<file path="src/rtl/seg_loader_pkg.sv">
package seg_loader_pkg;
  typedef enum logic {
    DIR_FWD = 1'b0,
    DIR_REV = 1'b1
  } fill_dir_e;
endpackage

</file>
<file path="src/rtl/seg_lp_edge.sv">
module seg_lp_edge (
  input  logic clk_i,
  input  logic rst_ni,
  input  logic lp_i,
  output logic rise_o
);
  logic lp_q;

  always_ff @(posedge clk_i or negedge rst_ni) begin
    if (!rst_ni) lp_q <= 1'b0;
    else         lp_q <= lp_i;
  end

  assign rise_o = lp_i & ~lp_q;

  AST_LP_SINGLE: assert property (@(posedge clk_i) disable iff (!rst_ni)
    rise_o |=> !rise_o);
endmodule

</file>
<file path="src/rtl/seg_fill_ctrl.sv">
module seg_fill_ctrl
  import seg_loader_pkg::*;
#(
  parameter int unsigned GROUPS = 30,
  parameter int unsigned GRP_W  = 8,
  localparam int unsigned CNT_W = $clog2(GROUPS),
  localparam int unsigned NIB_W = GRP_W / 2
) (
  input  logic             clk_i,
  input  logic             rst_ni,
  input  logic             wide_i,
  input  fill_dir_e        dir_i,
  input  logic [GRP_W-1:0] data_i,
  input  logic             en_in_i,
  input  logic             lp_rise_i,
  output logic             wr_en_o,
  output logic [CNT_W-1:0] wr_slot_o,
  output logic [GRP_W-1:0] wr_data_o,
  output logic             full_o,
  output logic             en_out_o
);
  logic [CNT_W-1:0] cnt_q;
  logic             half_q;
  logic [NIB_W-1:0] nib_q;
  logic             full_q, en_out_q;
  logic             cap, last;

  assign cap  = en_in_i & ~full_q & ~lp_rise_i;  // line pulse wins
  assign last = (cnt_q == CNT_W'(GROUPS - 1));

  assign wr_en_o   = cap & (wide_i | half_q);
  assign wr_data_o = wide_i ? data_i : {data_i[NIB_W-1:0], nib_q};
  assign wr_slot_o = (dir_i == DIR_REV) ? (CNT_W'(GROUPS - 1) - cnt_q) : cnt_q;

  always_ff @(posedge clk_i or negedge rst_ni) begin
    if (!rst_ni) begin
      cnt_q    <= '0;
      half_q   <= 1'b0;
      nib_q    <= '0;
      full_q   <= 1'b0;
      en_out_q <= 1'b0;
    end else if (lp_rise_i) begin
      cnt_q    <= '0;
      half_q   <= 1'b0;
      full_q   <= 1'b0;
      en_out_q <= 1'b0;
    end else begin
      en_out_q <= full_q;
      if (cap && !wide_i && !half_q) begin
        nib_q  <= data_i[NIB_W-1:0];
        half_q <= 1'b1;
      end
      if (wr_en_o) begin
        half_q <= 1'b0;
        if (last) full_q <= 1'b1;
        else      cnt_q  <= cnt_q + 1'b1;
      end
    end
  end

  assign full_o   = full_q;
  assign en_out_o = en_out_q;

  AST_CNT_RANGE: assert property (@(posedge clk_i) disable iff (!rst_ni)
    cnt_q <= CNT_W'(GROUPS - 1));
  AST_EN_AFTER_FULL: assert property (@(posedge clk_i) disable iff (!rst_ni)
    $rose(en_out_q) |-> $past(full_q));
  AST_LP_CLEARS: assert property (@(posedge clk_i) disable iff (!rst_ni)
    lp_rise_i |=> (!full_q && !en_out_q && cnt_q == '0));
  AST_FULL_HOLDS: assert property (@(posedge clk_i) disable iff (!rst_ni)
    (full_q && !lp_rise_i) |=> full_q);
endmodule

</file>
<file path="src/rtl/seg_stage.sv">
module seg_stage #(
  parameter int unsigned GROUPS = 30,
  parameter int unsigned GRP_W  = 8,
  localparam int unsigned CNT_W = $clog2(GROUPS)
) (
  input  logic                    clk_i,
  input  logic                    rst_ni,
  input  logic                    wr_en_i,
  input  logic [CNT_W-1:0]        wr_slot_i,
  input  logic [GRP_W-1:0]        wr_data_i,
  output logic [GROUPS*GRP_W-1:0] stage_o
);
  logic [GROUPS-1:0][GRP_W-1:0] grp_q;

  for (genvar g = 0; g < GROUPS; g++) begin : g_grp
    always_ff @(posedge clk_i or negedge rst_ni) begin
      if (!rst_ni)                                      grp_q[g] <= '0;
      else if (wr_en_i && wr_slot_i == CNT_W'(g))       grp_q[g] <= wr_data_i;
    end
  end

  assign stage_o = grp_q;

  AST_IDLE_STABLE: assert property (@(posedge clk_i) disable iff (!rst_ni)
    !wr_en_i |=> $stable(stage_o));
endmodule

</file>
<file path="src/rtl/seg_line_latch.sv">
module seg_line_latch #(
  parameter int unsigned WIDTH = 240
) (
  input  logic             clk_i,
  input  logic             rst_ni,
  input  logic             dispoff_ni,
  input  logic             lp_rise_i,
  input  logic [WIDTH-1:0] stage_i,
  output logic [WIDTH-1:0] line_o
);
  always_ff @(posedge clk_i or negedge rst_ni) begin
    if (!rst_ni)         line_o <= '0;
    else if (!dispoff_ni) line_o <= '0;
    else if (lp_rise_i)  line_o <= stage_i;
  end

  AST_OFF_CLEARS: assert property (@(posedge clk_i) disable iff (!rst_ni)
    !dispoff_ni |=> (line_o == '0));
  AST_LINE_HOLD: assert property (@(posedge clk_i) disable iff (!rst_ni)
    (dispoff_ni && !lp_rise_i) |=> $stable(line_o));
  AST_LINE_LOAD: assert property (@(posedge clk_i) disable iff (!rst_ni)
    (dispoff_ni && lp_rise_i) |=> (line_o == $past(stage_i)));
endmodule

</file>
<file path="src/rtl/seg_loader.sv">
module seg_loader
  import seg_loader_pkg::*;
#(
  parameter int unsigned OUTS  = 240,
  parameter int unsigned GRP_W = 8
) (
  input  logic            clk_i,
  input  logic            rst_ni,
  input  logic            wide_i,
  input  logic            dir_i,
  input  logic [GRP_W-1:0] data_i,
  input  logic            lp_i,
  input  logic            dispoff_ni,
  input  logic            eio_a_i,
  input  logic            eio_b_i,
  output logic            eio_a_o,
  output logic            eio_b_o,
  output logic [OUTS-1:0] seg_o
);
  localparam int unsigned GROUPS = OUTS / GRP_W;
  localparam int unsigned CNT_W  = $clog2(GROUPS);

  fill_dir_e        dir;
  logic             en_in, en_out, full, lp_rise, wr_en;
  logic [CNT_W-1:0] wr_slot;
  logic [GRP_W-1:0] wr_data;
  logic [OUTS-1:0]  stage;

  assign dir   = fill_dir_e'(dir_i);
  assign en_in = (dir == DIR_REV) ? eio_b_i : eio_a_i;

  assign eio_b_o = (dir == DIR_FWD) & en_out;
  assign eio_a_o = (dir == DIR_REV) & en_out;

  seg_lp_edge u_edge (
    .clk_i (clk_i), .rst_ni(rst_ni), .lp_i(lp_i), .rise_o(lp_rise)
  );

  seg_fill_ctrl #(.GROUPS(GROUPS), .GRP_W(GRP_W)) u_ctrl (
    .clk_i    (clk_i),
    .rst_ni   (rst_ni),
    .wide_i   (wide_i),
    .dir_i    (dir),
    .data_i   (data_i),
    .en_in_i  (en_in),
    .lp_rise_i(lp_rise),
    .wr_en_o  (wr_en),
    .wr_slot_o(wr_slot),
    .wr_data_o(wr_data),
    .full_o   (full),
    .en_out_o (en_out)
  );

  seg_stage #(.GROUPS(GROUPS), .GRP_W(GRP_W)) u_stage (
    .clk_i    (clk_i),
    .rst_ni   (rst_ni),
    .wr_en_i  (wr_en),
    .wr_slot_i(wr_slot),
    .wr_data_i(wr_data),
    .stage_o  (stage)
  );

  seg_line_latch #(.WIDTH(OUTS)) u_line (
    .clk_i     (clk_i),
    .rst_ni    (rst_ni),
    .dispoff_ni(dispoff_ni),
    .lp_rise_i (lp_rise),
    .stage_i   (stage),
    .line_o    (seg_o)
  );

  AST_FULL_FREEZE: assert property (@(posedge clk_i) disable iff (!rst_ni)
    (full && !lp_rise) |=> $stable(stage));
  AST_LP_DROPS: assert property (@(posedge clk_i) disable iff (!rst_ni)
    lp_rise |=> !(eio_a_o || eio_b_o));
  AST_ONE_ENOUT: assert property (@(posedge clk_i) disable iff (!rst_ni)
    !(eio_a_o && eio_b_o));
endmodule

</file>
<file path="config.mk">
export PLATFORM = sky130hd
export DESIGN_NAME = seg_loader
export DESIGN_NICKNAME = d
export VERILOG_FILES = /design/src/rtl/seg_loader_pkg.sv /design/src/rtl/seg_lp_edge.sv /design/src/rtl/seg_fill_ctrl.sv /design/src/rtl/seg_stage.sv /design/src/rtl/seg_line_latch.sv /design/src/rtl/seg_loader.sv
export SDC_FILE = /design/constraint.sdc
export NUM_CORES = 1
export LEC_CHECK = 0
export ABC_CLOCK_PERIOD_IN_PS = 5860
export BUFFER_PORTS_ARGS = -buffer_cell sky130_fd_sc_hd__buf_2
export CAP_MARGIN = 20
export CELL_PAD_IN_SITES_DETAIL_PLACEMENT = 0
export CELL_PAD_IN_SITES_GLOBAL_PLACEMENT = 1
export CORE_AREA = 4 4 206 208
export DETAILED_ROUTE_END_ITERATION = 16
export DIE_AREA = 0 0 210 212
export PLACE_DENSITY = 0.9
export RECOVER_POWER = 50
export SKIP_LAST_GASP = 1
export SLEW_MARGIN = 10
export SYNTH_ARGS = -nofsm -noshare
export SYNTH_HDL_FRONTEND = slang
export SYNTH_SLANG_ARGS = --single-unit
</file>
<file path="constraint.sdc">
create_clock -name clk_i -period 5.86 [get_ports clk_i]
set_input_delay 1.172 -clock clk_i [delete_from_list [all_inputs] [get_ports clk_i]]
set_output_delay 1.172 -clock clk_i [all_outputs]
set_load 0.01 [all_outputs]
</file>
# --- Yosys cells after proc, flatten, opt, wreduce, memory -nomap -nowiden ---
# Cells that the tools add are included.
word_totals:
  wordCells: 138
  register_bits: 493
  input_bits: 16
  out_inout_bits: 242
op_classes:
  eq_ne: 32
  bitwise: 11
  addsub: 2
  muxes: 15
  n_reduce_logical: 41
ops:
  columns: ["op", "n"]
  rows:
  - ["$mux 240", 2]
  - ["$eq 5x5->1 const B", 15]
  - ["$eq 5x4->1 const B", 8]
  - ["$logic_and 1x1->1", 32]
  - ["$eq 5x3->1 const B", 4]
  - ["$mux 5", 4]
  - ["$eq 5x2->1 const B", 2]
  - ["$mux 1", 8]
  - ["$mux 8", 1]
  - ["$and 1x1->1", 6]
  - ["$reduce_and 2->1", 3]
  - ["$add 5x1->5 const B", 1]
  - ["$eq 5x1->1 const B", 1]
  - ["$logic_not 5->1", 1]
  - ["$sub 5x5->5 const A", 1]
  - ["$ne 2x1->1 const B", 2]
  - ["$not 1->1", 4]
  - ["$reduce_bool 2->1", 2]
  - ["$reduce_bool 3->1", 1]
  - ["$logic_not 1->1", 2]
  - ["$or 1x1->1", 1]

# --- Longest topological paths before layout ---
# Gate-level depths: netlist of run 1.
depth:
  word_depth: 9
  depth_mapped: 8
  depth_no_buf: 6

# --- Cells and area by module ---
# Synthesis of run 1 repeated with hierarchy kept, for this count alone.
hier_totals:
  hier_cells: 1413
  hier_area_um2: 20407.1
by_module_without_submodules:
  columns: ["module", "area_per_inst_um2", "seq_area_each_um2", "n_inst", "cells_each"]
  rows:
  - ["seg_line_latch", 10387.5, 6005.8, 1, 773]
  - ["seg_stage", 9128.8, 6005.8, 1, 560]
  - ["seg_fill_ctrl", 820.8, 300.3, 1, 75]
  - ["seg_lp_edge", 38.8, 25.0, 1, 2]
  - ["seg_loader", 31.3, 0.0, 1, 3]

# --- Worst setup path before layout of run 1 ---
# OpenSTA, ideal clock, no wires.
synth_path:
  path_type: "in2out"
  start: "in dir_i"
  end: "out eio_b_o"
  stages: 3
  n_path_buf: 2
  path_slack_ps: 3046
  required_time_ps: 4688
  arrival_ps: 1642
  path_cell_list: "buf_4 > buf_6 > nor2b_1"
synth_between:
  elab_chain_len: 2
synth_lines:
  columns: ["element", "line_no", "source"]
  rows:
  - ["start: declaration", "seg_loader.sv:10", "input logic dir_i,"]
  - ["$not 1->1", "seg_loader.sv:32", "assign eio_b_o = (dir == DIR_FWD) & en_out;"]
  - ["$and 1x1->1", "seg_loader.sv:32", null]
  - ["end: declaration", "seg_loader.sv:17", "output logic eio_b_o,"]
# Every way passes these cells.

# --- Worst setup path in the final report of run 1 ---
layout_path:
  start: "in lp_i"
  end: "reg u_ctrl.cnt_q[1]"
layout_between:
  elab_chain_len: 6
  word_cells_on_any_way: 8
  cone_classes: "1 x eq/ne; 1 x mux; 4 x bitwise; 2 x reduce/logical"
layout_lines:
  columns: ["element", "line_no", "source"]
  rows:
  - ["start: declaration", "seg_loader.sv:12", "input logic lp_i,"]
  - ["$and 1x1->1 *", "seg_lp_edge.sv:14", "assign rise_o = lp_i & ~lp_q;"]
  - ["$not 1->1", "seg_fill_ctrl.sv:28", "assign cap = en_in_i & ~full_q & ~lp_rise_i;"]
  - ["$and 1x1->1", "seg_fill_ctrl.sv:28", null]
  - ["$and 1x1->1", "seg_fill_ctrl.sv:31", "assign wr_en_o = cap & (wide_i | half_q);"]
  - ["$reduce_bool 2->1 (no line)", null, null]
  - ["$reduce_and 2->1 (no line)", null, null]
  - ["end signal: assignment", "seg_fill_ctrl.sv:56", "else cnt_q <= cnt_q + 1'b1;"]
  - ["end: declaration", "seg_fill_ctrl.sv:22", "logic [CNT_W-1:0] cnt_q;"]
# Every way passes the cells marked *; elsewhere a longest branch is shown, timed or not.
# A chain may end at the register's enable or synchronous reset.

==> impl_results.html, run 1 <==
<table>
<tr><th>Metric</th><th>Value</th></tr>
<tr><th colspan="2">Critical path</th></tr>
<tr><td>Sum of buffers and inverters on the critical path</td><td>2</td></tr>
<tr><td>Kind of end point of the critical path</td><td>register</td></tr>
<tr><td>Reg-to-reg endpoint</td><td>u_ctrl.cnt_q[1]</td></tr>
<tr><td>Gate family responsible for the most delay along the worst path</td><td>buffers and inverters</td></tr>
<tr><td>Worst setup startpoint</td><td>lp_i</td></tr>
<tr><td>Highest cell delay on the worst timing path</td><td>2.00 ns</td></tr>
<tr><td>Reg-to-Reg Start</td><td>u_edge.lp_q</td></tr>
<tr><td>Number of cells traversed by the worst register-to-register path</td><td>5</td></tr>
<tr><td>Flop2flop setup slack</td><td>2.19 ns</td></tr>
<tr><td>Cell type of the slowest stage on the worst timing path</td><td>sky130_fd_sc_hd__clkbuf_4</td></tr>
<tr><td>Arrival time of the worst setup path</td><td>4.44 ns</td></tr>
<tr><td>Cell chain of the critical path</td><td>clkbuf_1 -&gt; nor2b_1 -&gt; clkbuf_4 -&gt; nor4_1 -&gt; nand3_1 -&gt; a21oi_1</td></tr>
<tr><td>Startpoint types</td><td>primary input</td></tr>
<tr><td>Max Fanout on Critical Path</td><td>about 250</td></tr>
<tr><td>Crit Path Class</td><td>primary input to register</td></tr>
<tr><td>Required time of the critical path</td><td>just over 6 ns</td></tr>
<tr><th colspan="2">Layout</th></tr>
<tr><td>Post-layout instance area</td><td>23370 µm²</td></tr>
<tr><td>Post-layout net count</td><td>1902</td></tr>
<tr><td>Number of standard cells in the final layout excluding fillers</td><td>2451</td></tr>
<tr><td>N_diodes</td><td>0</td></tr>
<tr><td>Post-layout util</td><td>roughly 58%</td></tr>
<tr><td>Area grow syn2layout</td><td>15.75%</td></tr>
<tr><td>Share of final-layout standard cells stronger than drive strength 1</td><td>27.93%</td></tr>
<tr><th colspan="2">Yosys</th></tr>
<tr><td>Cell type with the highest aggregate area in the netlist</td><td>sky130_fd_sc_hd__dfrtp_1</td></tr>
<tr><td>Number of unique standard cell types used by synthesis</td><td>42</td></tr>
<tr><td>Number of warnings issued by yosys</td><td>0</td></tr>
<tr><td>Post-Syn Nets</td><td>1699</td></tr>
<tr><td>Library cell with the highest instance count after synthesis</td><td>sky130_fd_sc_hd__dfrtp_1</td></tr>
<tr><td>Fraction of the yosys area taken by sequential cells</td><td>between 60 and 70%</td></tr>
<tr><td>Most used standard cells in the synthesized netlist</td><td>493 x sky130_fd_sc_hd__dfrtp_1, 484 x sky130_fd_sc_hd__nand2_1, 252 x sky130_fd_sc_hd__mux2_2</td></tr>
<tr><td>Largest cells by area after synthesis</td><td>sky130_fd_sc_hd__dfrtp_1 61%, sky130_fd_sc_hd__mux2_2 14%, sky130_fd_sc_hd__nand2_1 9.0%</td></tr>
<tr><td>Share of flip-flops with an asynchronous set or reset after synthesis</td><td>100.0%</td></tr>
<tr><td>EDFF count, synth</td><td>0</td></tr>
<tr><td>Flip-flop cell with the highest count after synthesis</td><td>sky130_fd_sc_hd__dfrtp_1</td></tr>
<tr><td>Count of state elements after synthesis</td><td>493</td></tr>
<tr><td>Post-Synthesis Cell Area</td><td>20190 µm²</td></tr>
<tr><td>Mapped Avg Cell Area</td><td>12.03 µm²</td></tr>
<tr><td>Cells after Synth</td><td>1679</td></tr>
<tr><td>Post-synth top area share</td><td>61.09%</td></tr>
<tr><th colspan="2">Min path</th></tr>
<tr><td>Hold Path Class</td><td>register to register</td></tr>
<tr><td>HP Start</td><td>u_stage.stage_o[2]</td></tr>
<tr><td>Endpoint, Worst Hold</td><td>u_stage.stage_o[2]</td></tr>
<tr><td>Depth of the worst hold-timing path</td><td>1</td></tr>
<tr><th colspan="2">Placement</th></tr>
<tr><td>Placed wire-length estimate</td><td>29.99 mm</td></tr>
<tr><td>Final weighted congestion in routability-driven placement</td><td>0.7786</td></tr>
<tr><td>Number of placed cells counting well taps</td><td>2362</td></tr>
<tr><td>Standard cell area after detailed placement</td><td>between 20000 and 25000 µm²</td></tr>
<tr><td>Number of input and output port buffers inserted</td><td>between 200 and 300</td></tr>
<tr><td>Post-placement worst setup slack</td><td>2.159 ns</td></tr>
<tr><th colspan="2">Route</th></tr>
<tr><td>Post-Route WL</td><td>50.19 mm</td></tr>
<tr><td>Routed WL per cell</td><td>between 20 and 25 µm</td></tr>
<tr><td>Number of routed nets with antenna violations</td><td>0</td></tr>
<tr><td>DRC violations left</td><td>0</td></tr>
<tr><td>Initial DRC Count</td><td>799</td></tr>
<tr><td>Via count of the routed design</td><td>13370</td></tr>
<tr><td>Average via count per standard cell</td><td>5.455</td></tr>
<tr><td>Pre-antenna DRT Iters</td><td>5</td></tr>
<tr><th colspan="2">GRT</th></tr>
<tr><td>Global-route usage over all layers</td><td>between 20% and 30%</td></tr>
<tr><td>Vias in the first global route</td><td>13990</td></tr>
<tr><td>Largest net degree at the start of global routing</td><td>about 250</td></tr>
<tr><td>GRT Residual Overflow</td><td>0</td></tr>
<tr><td>First-pass GRT wire length</td><td>79.99 mm</td></tr>
<tr><td>Antenna violations before repair</td><td>3</td></tr>
<tr><th colspan="2">Floorplan</th></tr>
<tr><td>Height of the die</td><td>212 µm</td></tr>
<tr><td>DIE AREA</td><td>44520 µm²</td></tr>
<tr><td>Initial Utilization</td><td>49.79%</td></tr>
<tr><td>Die outline width</td><td>210 µm</td></tr>
<tr><td>Number of rows in the core area</td><td>between 70 and 80</td></tr>
<tr><td>Number of top-level pins</td><td>approximately 260</td></tr>
<tr><td>Area of the placeable core</td><td>40550 µm²</td></tr>
<tr><th colspan="2">STA</th></tr>
<tr><td>Final number of setup-violating endpoints</td><td>0</td></tr>
<tr><td>Final worst clock skew</td><td>0.01464 ns</td></tr>
<tr><td>Final cycle utilization of the critical path</td><td>70.24%</td></tr>
<tr><td>Final-layout worst hold slack</td><td>between 0.5 and 0.6 ns</td></tr>
<tr><td>Max Freq</td><td>243.0 MHz</td></tr>
<tr><td>Worst-case headroom to the max-slew limit</td><td>-91.01%</td></tr>
<tr><td>Fin crit period</td><td>4.116 ns</td></tr>
<tr><td>Final hold viol count</td><td>0</td></tr>
<tr><td>Final setup slack of the worst path</td><td>between 1.5 and 2 ns</td></tr>
<tr><td>Measured slew at the worst slew-check pin</td><td>2.865 ns</td></tr>
<tr><td>Unrepaired setup endpoints after global routing</td><td>no</td></tr>
<tr><td>Fin Setup TNS</td><td>0 ns</td></tr>
<tr><td>Max-slew violation count</td><td>approximately 350</td></tr>
<tr><th colspan="2">CTS</th></tr>
<tr><td>Clk Tree Root Cell</td><td>sky130_fd_sc_hd__clkbuf_16</td></tr>
<tr><td>Maximum buffer depth of the clock tree</td><td>3</td></tr>
<tr><td>Reg clk slew, reported paths</td><td>~0.060 ns</td></tr>
<tr><td>Postcts setup bufs</td><td>0</td></tr>
<tr><td>Clock latency of the later-clocked register in the worst-skew pair</td><td>0.58 ns</td></tr>
<tr><td>CTS sink count</td><td>just under 500</td></tr>
<tr><td>Post-CTS resize count</td><td>0</td></tr>
<tr><td>CTS tree</td><td>done</td></tr>
<tr><td># H-tree levels</td><td>2</td></tr>
<tr><td>Hold-fix buffers at CTS</td><td>0</td></tr>
<tr><td>TritonCTS buffer count</td><td>50</td></tr>
<tr><th colspan="2">Run status</th></tr>
<tr><td>Failing checks</td><td>capacitance limit, slew limit</td></tr>
<tr><td>Status</td><td>complete, but fails checks</td></tr>
<tr><th colspan="2">Power</th></tr>
<tr><td>Total power</td><td>about 8.3 mW</td></tr>
<tr><td>Power density over the cells</td><td>356.0 nW/µm²</td></tr>
<tr><td>Maximum vdd drop</td><td>0.2087 mV</td></tr>
<tr><td>Total leakage power</td><td>10.98 nW</td></tr>
<tr><th colspan="2">Job</th></tr>
<tr><td>Maximum Capacitance Violations</td><td>2</td></tr>
</table>
placed cells by master (no fill, tap or decap), types with 4 or more instances in the layout:
cell and instances:
sky130_fd_sc_hd__buf_4 8, sky130_fd_sc_hd__nand4_1 4, sky130_fd_sc_hd__mux2_2 252, sky130_fd_sc_hd__bufinv_16 5
sky130_fd_sc_hd__nor2_1 4, sky130_fd_sc_hd__clkbuf_1 116, sky130_fd_sc_hd__nand2b_1 4, sky130_fd_sc_hd__nand4_2 6
sky130_fd_sc_hd__dfrtp_1 493, sky130_fd_sc_hd__a21boi_0 240, sky130_fd_sc_hd__clkbuf_8 6, sky130_fd_sc_hd__ha_1 4
sky130_fd_sc_hd__mux2i_1 5, sky130_fd_sc_hd__clkbuf_16 53, sky130_fd_sc_hd__buf_2 152, sky130_fd_sc_hd__nand2_1 484
sky130_fd_sc_hd__clkinv_2 12, sky130_fd_sc_hd__o2111ai_2 24
report_power, final:
group          switching [mW]  internal (mW)  leakage (nW)  total [mW]
clock network            1.30           1.94         0.829        3.24
registers               0.253           3.85          6.73        4.11
logic                   0.549          0.423          3.41       0.972
total                    2.10           6.22          11.0        8.32
cell type report:
class / instances / area (µm²)
Fill cell: 3432 / 17180
Sequential cell: 493 / 12340
Multi-Input combinational cell: 1064 / 7395
Clock buffer: 72 / 1458
Timing Repair Buffer: 271 / 1301
Tap cell: 532 / 665.6
Clock inverter: 17 / 210.2
Inverter: 2 / 7.507
registers in the layout, summed over array words and instances, names as in the netlist:
signal / count
u_ctrl.en_out_o: 1
u_edge.lp_q: 1
u_ctrl.nib_q: 4
u_ctrl.cnt_q: 5
u_stage.stage_o: 240
u_line.line_o: 240
u_ctrl.full_o: 1
u_ctrl.half_q: 1
kinds of logic (layout without fill, tap and decap cells):
family / Yosys count / in the layout / synth area share, %
compound gates: 276 / 276 / 11.24
xor+xnor: 2 / 2 / 0.08676
fa+ha+maj: 4 / 4 / 0.2479
buf+inv: 122 / 362 / 2.417
flops: 493 / 493 / 61.09
mux: 257 / 257 / 14.30
simple gates: 525 / 525 / 10.61
how the worst max path moves through the flow:
| stage | cells past startpoint | slack [ns] | to |
|---|---|---|---|
| floorplan | 3 | 3.05 | eio_b_o |
| global placement | 6 | 2.27 | u_stage.stage_o[8] |
| detailed placement | 6 | 2.16 | u_stage.stage_o[9] |
| CTS | 6 | 2.76 | u_stage.stage_o[194] |
| global route | 6 | 1.30 | u_ctrl.cnt_q[1] |
| finish | 6 | 1.74 | u_ctrl.cnt_q[1] |
worst register-to-register path, delay by kind of cell (launching register included):
kind	cells	cell delay, ns
AOI/OAI and AO/OA	1	0.09
DFF	1	0.38
and+or+nand+nor	3	0.96
buffers and inverters	1	2.00
metal layers:
layer / up-vias / part of all wire [%] / global-route usage (%)
met5: - / 0.094 / 0
met4: 6 / 1.6 / 5.423
met3: 59 / 5.5 / 4.191
met2: 317 / 49 / 37.41
met1: 6902 / 44 / 31.59
li1: 6085 / - / -
(Power assumes the default switching activity.)
==> run 2: changes to the inputs <==
Settings changed: ABC_CLOCK_PERIOD_IN_PS 5860 to 3900, CORE_AREA 4 4 206 208 to 4 4 213 215, DIE_AREA 0 0 210 212 to 0 0 217 219, PLACE_DENSITY 0.9 to 0.85.
Clock period 5.86 ns to 3.9 ns, I/O delays scaled along.
==> impl_results.html, run 2 (synthesis results as in run 1) <==
<table>
<tr><th>Metric</th><th>Value</th></tr>
<tr><th colspan="2">CTS</th></tr>
<tr><td># H-tree levels</td><td>2</td></tr>
<tr><td>Clk Tree Root Cell</td><td>sky130_fd_sc_hd__clkbuf_16</td></tr>
<tr><td>CTS tree</td><td>done</td></tr>
<tr><td>Reg clk slew, reported paths</td><td>~0.060 ns</td></tr>
<tr><td>TritonCTS buffer count</td><td>51</td></tr>
<tr><td>CTS sink count</td><td>493</td></tr>
<tr><td>Postcts setup bufs</td><td>0</td></tr>
<tr><td>Maximum buffer depth of the clock tree</td><td>3</td></tr>
<tr><td>Post-CTS resize count</td><td>0</td></tr>
<tr><td>Clock latency of the later-clocked register in the worst-skew pair</td><td>0.58 ns</td></tr>
<tr><td>Hold-fix buffers at CTS</td><td>0</td></tr>
<tr><th colspan="2">Critical path</th></tr>
<tr><td>Cell type of the slowest stage on the worst timing path</td><td>sky130_fd_sc_hd__a211oi_4</td></tr>
<tr><td>Highest cell delay on the worst timing path</td><td>roughly 0.67 ns</td></tr>
<tr><td>Flop2flop setup slack</td><td>0.81 ns</td></tr>
<tr><td>Reg-to-Reg Start</td><td>u_ctrl.cnt_q[1]</td></tr>
<tr><td>Sum of buffers and inverters on the critical path</td><td>1</td></tr>
<tr><td>Cell chain of the critical path</td><td>inv_1 -&gt; ha_1 -&gt; nand2b_1 -&gt; a211oi_4 -&gt; o2111ai_2 -&gt; mux2_2</td></tr>
<tr><td>Max Fanout on Critical Path</td><td>10</td></tr>
<tr><td>Number of stages on the worst setup path</td><td>6</td></tr>
<tr><td>Crit Path Class</td><td>register to register</td></tr>
<tr><td>Kind of end point of the critical path</td><td>register</td></tr>
<tr><td>Gate family responsible for the most delay along the worst path</td><td>compound AO/OA/AOI/OAI gates</td></tr>
<tr><td>Startpoint types</td><td>register</td></tr>
<tr><td>Arrival time of the worst setup path</td><td>between 3 and 4 ns</td></tr>
<tr><td>Required time of the critical path</td><td>4.36 ns</td></tr>
<tr><td>Worst setup startpoint</td><td>u_ctrl.cnt_q[1]</td></tr>
<tr><td>Reg-to-reg endpoint</td><td>u_stage.stage_o[1]</td></tr>
<tr><td>Number of cells traversed by the worst register-to-register path</td><td>6</td></tr>
<tr><th colspan="2">Power</th></tr>
<tr><td>Power density over the cells</td><td>531.5 nW/µm²</td></tr>
<tr><td>Maximum vdd drop</td><td>approximately 0.34 mV</td></tr>
<tr><td>Total leakage power</td><td>11.24 nW</td></tr>
<tr><th colspan="2">Min path</th></tr>
<tr><td>HP Start</td><td>lp_i</td></tr>
<tr><td>Hold Path Class</td><td>primary input to register</td></tr>
<tr><td>Endpoint, Worst Hold</td><td>u_edge.lp_q</td></tr>
<tr><td>Depth of the worst hold-timing path</td><td>1</td></tr>
<tr><th colspan="2">Layout</th></tr>
<tr><td>Share of final-layout standard cells stronger than drive strength 1</td><td>a little under a third</td></tr>
<tr><td>Most frequent cells in the layout</td><td>493 x sky130_fd_sc_hd__dfrtp_1, 484 x sky130_fd_sc_hd__nand2_1, 252 x sky130_fd_sc_hd__mux2_2</td></tr>
<tr><td>Post-layout net count</td><td>1912</td></tr>
<tr><td>Area grow syn2layout</td><td>17.24%</td></tr>
<tr><td>Most frequent standard cell in the layout excluding fill and tap cells</td><td>sky130_fd_sc_hd__dfrtp_1</td></tr>
<tr><td>Post-layout instance area</td><td>23670 µm²</td></tr>
<tr><th colspan="2">Run status</th></tr>
<tr><td>Failing checks</td><td>capacitance limit, slew limit</td></tr>
<tr><td>Status</td><td>complete, but fails checks</td></tr>
<tr><th colspan="2">Route</th></tr>
<tr><td>Via count of the routed design</td><td>between 10000 and 15000</td></tr>
<tr><td>Routed WL per cell</td><td>between 20 and 25 µm</td></tr>
<tr><td>DRC violations left</td><td>0</td></tr>
<tr><td>Initial DRC Count</td><td>804</td></tr>
<tr><td>Post-Route WL</td><td>50.64 mm</td></tr>
<tr><td>Number of routed nets with antenna violations</td><td>0</td></tr>
<tr><td>Pre-antenna DRT Iters</td><td>5</td></tr>
<tr><td>Average via count per standard cell</td><td>5.276</td></tr>
<tr><th colspan="2">Placement</th></tr>
<tr><td>Standard cell area after detailed placement</td><td>22070 µm²</td></tr>
<tr><td>Number of input and output port buffers inserted</td><td>257</td></tr>
<tr><td>Placed wire-length estimate</td><td>30.68 mm</td></tr>
<tr><td>Final weighted congestion in routability-driven placement</td><td>0.7685</td></tr>
<tr><th colspan="2">GRT</th></tr>
<tr><td>Antenna violations before repair</td><td>3</td></tr>
<tr><td>Largest net degree at the start of global routing</td><td>107</td></tr>
<tr><td>First-pass GRT wire length</td><td>79.80 mm</td></tr>
<tr><td>GRT Residual Overflow</td><td>0</td></tr>
<tr><td>Global-route usage over all layers</td><td>a little over a fifth</td></tr>
<tr><td>Vias in the first global route</td><td>between 10000 and 15000</td></tr>
<tr><th colspan="2">STA</th></tr>
<tr><td>Unrepaired setup endpoints after global routing</td><td>no</td></tr>
<tr><td>Fin Setup TNS</td><td>0 ns</td></tr>
<tr><td>Final hold viol count</td><td>0</td></tr>
<tr><td>Final cycle utilization of the critical path</td><td>roughly 80%</td></tr>
<tr><td>Max-slew violation count</td><td>approximately 170</td></tr>
<tr><td>Worst-case headroom to the max-slew limit</td><td>-75.90%</td></tr>
<tr><td>Final worst clock skew</td><td>0.01193 ns</td></tr>
<tr><td>Measured slew at the worst slew-check pin</td><td>2.639 ns</td></tr>
<tr><td>Fin crit period</td><td>3.093 ns</td></tr>
<tr><td>Final number of setup-violating endpoints</td><td>0</td></tr>
<tr><td>Max Freq</td><td>323.3 MHz</td></tr>
<tr><th colspan="2">Floorplan</th></tr>
<tr><td>Initial Utilization</td><td>46.17%</td></tr>
<tr><td>Number of rows in the core area</td><td>77</td></tr>
<tr><td>DIE AREA</td><td>47520 µm²</td></tr>
<tr><td>Area of the placeable core</td><td>43740 µm²</td></tr>
<tr><td>Number of top-level pins</td><td>258</td></tr>
<tr><td>Die outline width</td><td>217 µm</td></tr>
<tr><td>Height of the die</td><td>219 µm</td></tr>
<tr><th colspan="2">Job</th></tr>
<tr><td>Maximum Capacitance Violations</td><td>2</td></tr>
</table>
run 2: cell count changes in the layout (fill, tap and decap cells not counted), sizes merged:
| cell | delta |
|---|---|
| clkbuf | -38 |
| buf | +53 |
| clkinvlp | +1 |
| clkinv | -4 |
| diode | +1 |
| bufinv | -1 |
run 2: layout make-up:
type | instances | area, µm²
Tap cell | 592 | 740.7
Clock buffer | 78 | 1530
Clock inverter | 13 | 167.7
Sequential cell | 493 | 12340
Fill cell | 3852 | 20070
Timing Repair Buffer | 280 | 1491
Antenna cell | 1 | 2.502
Inverter | 2 | 7.507
Multi-Input combinational cell | 1064 | 7397
run 2: worst max path at each step:
stage | end | slack (ns)
global placement | u_stage.stage_o[23] | 0.36
detailed placement | u_stage.stage_o[216] | 0.56
finish | u_stage.stage_o[1] | 0.81
global route | u_line.line_o[28] | 0.39
CTS | u_stage.stage_o[216] | 0.82
floorplan | u_stage.stage_o[144] | 1.42
run 2: report_power, final:
part           switching, mW  total [mW]  internal (mW)  leakage [nW]
combinational          0.838        1.49          0.654          3.67
sequential             0.377        6.17           5.79          6.73
clock                   1.97        4.93           2.95         0.837
run 2: per-layer routing:
| layer | global-route usage [%] | part of all wire, % | up-vias |
|---|---|---|---|
| met3 | 3.517 | 4.5 | 56 |
| met5 | 0 | 0 | - |
| met1 | 30.22 | 46 | 6875 |
| met2 | 34.92 | 48 | 285 |
| li1 | - | - | 6095 |
| met4 | 5.024 | 1.6 | 0 |
run 2: metrics by stage:
| stage | instances | hold WS [ns] | utilization (%) | setup slack, ns | power (mW) |
|---|---|---|---|---|---|
| CTS | 2522 | 0.2438 | 54.35 | 0.8180 | 12.72 |
| detailed placement | 2431 | 0.4923 | 50.47 | 0.5553 | 7.770 |
| global route | 2522 | 0.3551 | 54.12 | 0.3892 | 13.14 |
| finish | 2523 | 0.3787 | 54.12 | 0.8071 | 12.58 |
| floorplan | 1679 | 0.4767 | - | 1.423 | 7.112 |
| global placement | 2429 | 0.4845 | 50.38 | 0.3606 | 7.688 |
==> run 3: changes to the inputs <==
Settings changed: ABC_CLOCK_PERIOD_IN_PS 3900 to 3200.
Clock period 3.9 ns to 3.2 ns, I/O delays scaled along.
==> impl_results.html, run 3 (synthesis results as in run 1) <==
<table>
<tr><th>Metric</th><th>Value</th></tr>
<tr><th colspan="2">Run status</th></tr>
<tr><td>Failing checks</td><td>capacitance limit, slew limit</td></tr>
<tr><td>Status</td><td>complete, but fails checks</td></tr>
<tr><th colspan="2">Layout</th></tr>
<tr><td>Area grow syn2layout</td><td>17.37%</td></tr>
<tr><td>Share of final-layout standard cells stronger than drive strength 1</td><td>about 28%</td></tr>
<tr><td>Post-layout net count</td><td>roughly 1900</td></tr>
<tr><td>Most frequent standard cell in the layout excluding fill and tap cells</td><td>sky130_fd_sc_hd__dfrtp_1</td></tr>
<tr><td>Most frequent cells in the layout</td><td>493 x sky130_fd_sc_hd__dfrtp_1, 484 x sky130_fd_sc_hd__nand2_1, 252 x sky130_fd_sc_hd__mux2_2</td></tr>
<tr><td>N_diodes</td><td>0</td></tr>
<tr><th colspan="2">Route</th></tr>
<tr><td>Initial DRC Count</td><td>1052</td></tr>
<tr><td>Post-Route WL</td><td>50.47 mm</td></tr>
<tr><td>Number of routed nets with antenna violations</td><td>0</td></tr>
<tr><td>Routed WL per cell</td><td>19.95 µm</td></tr>
<tr><td>Pre-antenna DRT Iters</td><td>5</td></tr>
<tr><td>DRC violations left</td><td>0</td></tr>
<tr><td>Via count of the routed design</td><td>roughly 13000</td></tr>
<tr><td>Average via count per standard cell</td><td>between 5 and 6</td></tr>
<tr><th colspan="2">STA</th></tr>
<tr><td>Final worst clock skew</td><td>0.01380 ns</td></tr>
<tr><td>Max Freq</td><td>approximately 350 MHz</td></tr>
<tr><td>Fin Setup TNS</td><td>0 ns</td></tr>
<tr><td>Final number of setup-violating endpoints</td><td>0</td></tr>
<tr><td>Unrepaired setup endpoints after global routing</td><td>no</td></tr>
<tr><td>Final cycle utilization of the critical path</td><td>~90%</td></tr>
<tr><td>Measured slew at the worst slew-check pin</td><td>around 2.1 ns</td></tr>
<tr><td>Max-slew violation count</td><td>71</td></tr>
<tr><td>Final hold viol count</td><td>0</td></tr>
<tr><td>Final-layout worst hold slack</td><td>0.2229 ns</td></tr>
<tr><td>Fin crit period</td><td>2.883 ns</td></tr>
<tr><td>Worst-case headroom to the max-slew limit</td><td>-41.33%</td></tr>
<tr><th colspan="2">Critical path</th></tr>
<tr><td>Highest cell delay on the worst timing path</td><td>approximately 0.65 ns</td></tr>
<tr><td>Cell chain of the critical path</td><td>buf_4 -&gt; inv_1 -&gt; ha_1 -&gt; nand2b_1 -&gt; a211oi_4 -&gt; o2111ai_2 -&gt; mux2_2</td></tr>
<tr><td>Arrival time of the worst setup path</td><td>3.35 ns</td></tr>
<tr><td>Sum of buffers and inverters on the critical path</td><td>2</td></tr>
<tr><td>Startpoint types</td><td>register</td></tr>
<tr><td>Kind of end point of the critical path</td><td>register</td></tr>
<tr><td>Crit Path Class</td><td>register to register</td></tr>
<tr><td>Required time of the critical path</td><td>between 3 and 4 ns</td></tr>
<tr><td>Gate family responsible for the most delay along the worst path</td><td>compound AO/OA/AOI/OAI gates</td></tr>
<tr><td>Cell type of the slowest stage on the worst timing path</td><td>sky130_fd_sc_hd__a211oi_4</td></tr>
<tr><td>Max Fanout on Critical Path</td><td>8</td></tr>
<tr><th colspan="2">Floorplan</th></tr>
<tr><td>Initial Utilization</td><td>46.17%</td></tr>
<tr><td>Height of the die</td><td>219 µm</td></tr>
<tr><td>Area of the placeable core</td><td>43740 µm²</td></tr>
<tr><td>Number of top-level pins</td><td>258</td></tr>
<tr><td>Die outline width</td><td>217 µm</td></tr>
<tr><td>DIE AREA</td><td>47520 µm²</td></tr>
<tr><td>Number of rows in the core area</td><td>77</td></tr>
<tr><th colspan="2">CTS</th></tr>
<tr><td>Maximum buffer depth of the clock tree</td><td>3</td></tr>
<tr><td>TritonCTS buffer count</td><td>52</td></tr>
<tr><td>CTS sink count</td><td>493</td></tr>
<tr><td>Clk Tree Root Cell</td><td>sky130_fd_sc_hd__clkbuf_16</td></tr>
<tr><td># H-tree levels</td><td>2</td></tr>
<tr><td>Hold-fix buffers at CTS</td><td>0</td></tr>
<tr><td>Post-CTS resize count</td><td>0</td></tr>
<tr><td>Clock latency of the later-clocked register in the worst-skew pair</td><td>0.58 ns</td></tr>
<tr><td>Postcts setup bufs</td><td>0</td></tr>
<tr><td>Reg clk slew, reported paths</td><td>roughly 0.06 ns</td></tr>
<tr><td>CTS tree</td><td>done</td></tr>
<tr><th colspan="2">GRT</th></tr>
<tr><td>Largest net degree at the start of global routing</td><td>175</td></tr>
<tr><td>Global-route usage over all layers</td><td>21.30%</td></tr>
<tr><td>Antenna violations before repair</td><td>3</td></tr>
<tr><td>Vias in the first global route</td><td>between 10000 and 15000</td></tr>
<tr><td>First-pass GRT wire length</td><td>approximately 80 mm</td></tr>
<tr><td>GRT Residual Overflow</td><td>0</td></tr>
<tr><th colspan="2">Power</th></tr>
<tr><td>Maximum vdd drop</td><td>0.5066 mV</td></tr>
<tr><td>Total leakage power</td><td>11.02 nW</td></tr>
<tr><td>Power density over the cells</td><td>650.8 nW/µm²</td></tr>
<tr><th colspan="2">Min path</th></tr>
<tr><td>Hold Path Class</td><td>primary input to register</td></tr>
<tr><th colspan="2">Placement</th></tr>
<tr><td>Number of input and output port buffers inserted</td><td>257</td></tr>
<tr><td>Final weighted congestion in routability-driven placement</td><td>0.7447</td></tr>
<tr><td>Placed wire-length estimate</td><td>about 31 mm</td></tr>
<tr><th colspan="2">Job</th></tr>
<tr><td>Maximum Capacitance Violations</td><td>1</td></tr>
</table>
run 3: cell count changes in the layout (fill, tap and decap cells not counted), sizes merged:
cell      previous run  this run
buf                217       159
bufinv               4         5
clkbuf             141       199
clkinv               8        11
clkinvlp             1         4
diode                1         0
run 3: area by class of cell:
class	instances	area [µm²]
fill	3837	20040
sequential	493	12340
multi-input combinational	1064	7397
clock buffer	73	1501
timing repair buffer	285	1478
tap	592	740.7
clock inverter	20	239.0
inverter	2	7.507
run 3: final timing paths:
check / to / cells after the start / from / slack, ns
hold / removal: u_edge.lp_q / 1 / lp_i / 0.22
min in group asynchronous: u_line.line_o[22] / 1 / rst_ni / 0.68
max in group asynchronous: u_stage.stage_o[28] / 2 / rst_ni / 0.58
setup / recovery: u_stage.stage_o[222] / 7 / u_ctrl.cnt_q[1] / 0.32
hold reg to reg: u_stage.stage_o[63] / 1 / u_stage.stage_o[63] / 0.50
setup reg to reg: u_stage.stage_o[222] / 7 / u_ctrl.cnt_q[1] / 0.32
run 3: routing by layer:
| metal | vias up | GRT usage, % | routed length (µm) |
|---|---|---|---|
| li1 | 6116 | - | - |
| met1 | 6913 | 29.85 | 22670 |
| met2 | 271 | 34.89 | 24410 |
| met3 | 70 | 3.655 | 2362 |
| met4 | 6 | 5.470 | 977 |
| met5 | - | 0 | 48 |
run 3: worst reg2reg max path: stages, from the launching register on:
cell and delay (ns):
sky130_fd_sc_hd__dfrtp_1 0.39, sky130_fd_sc_hd__buf_4 0.19, sky130_fd_sc_hd__inv_1 0.05, sky130_fd_sc_hd__ha_1 0.38, sky130_fd_sc_hd__nand2b_1 0.27, sky130_fd_sc_hd__a211oi_4 0.65
sky130_fd_sc_hd__o2111ai_2 0.43, sky130_fd_sc_hd__mux2_2 0.42
run 3: metrics by stage:
stage | power (mW) | utilization, % | worst slack (ns) | std cells | area, µm²
after floorplan | 8.667 | - | 0.7225 | 1679 | 20190
after global placement | 9.396 | 50.67 | 0.2033 | 2436 | 22160
after detailed placement | 9.496 | 50.67 | 0.1978 | 2436 | 22160
after CTS | 15.63 | 54.65 | 0.2644 | 2529 | 23900
after global routing | 16.13 | 54.19 | 0.09577 | 2529 | 23700
final | 15.42 | 54.19 | 0.3172 | 2529 | 23700
run 3: report_power, final:
part / switching (mW) / internal [mW] / total [mW]
Sequential: 0.465 / 7.06 / 7.52
Clock: 2.43 / 3.66 / 6.09
Combinational: 1.02 / 0.794 / 1.81
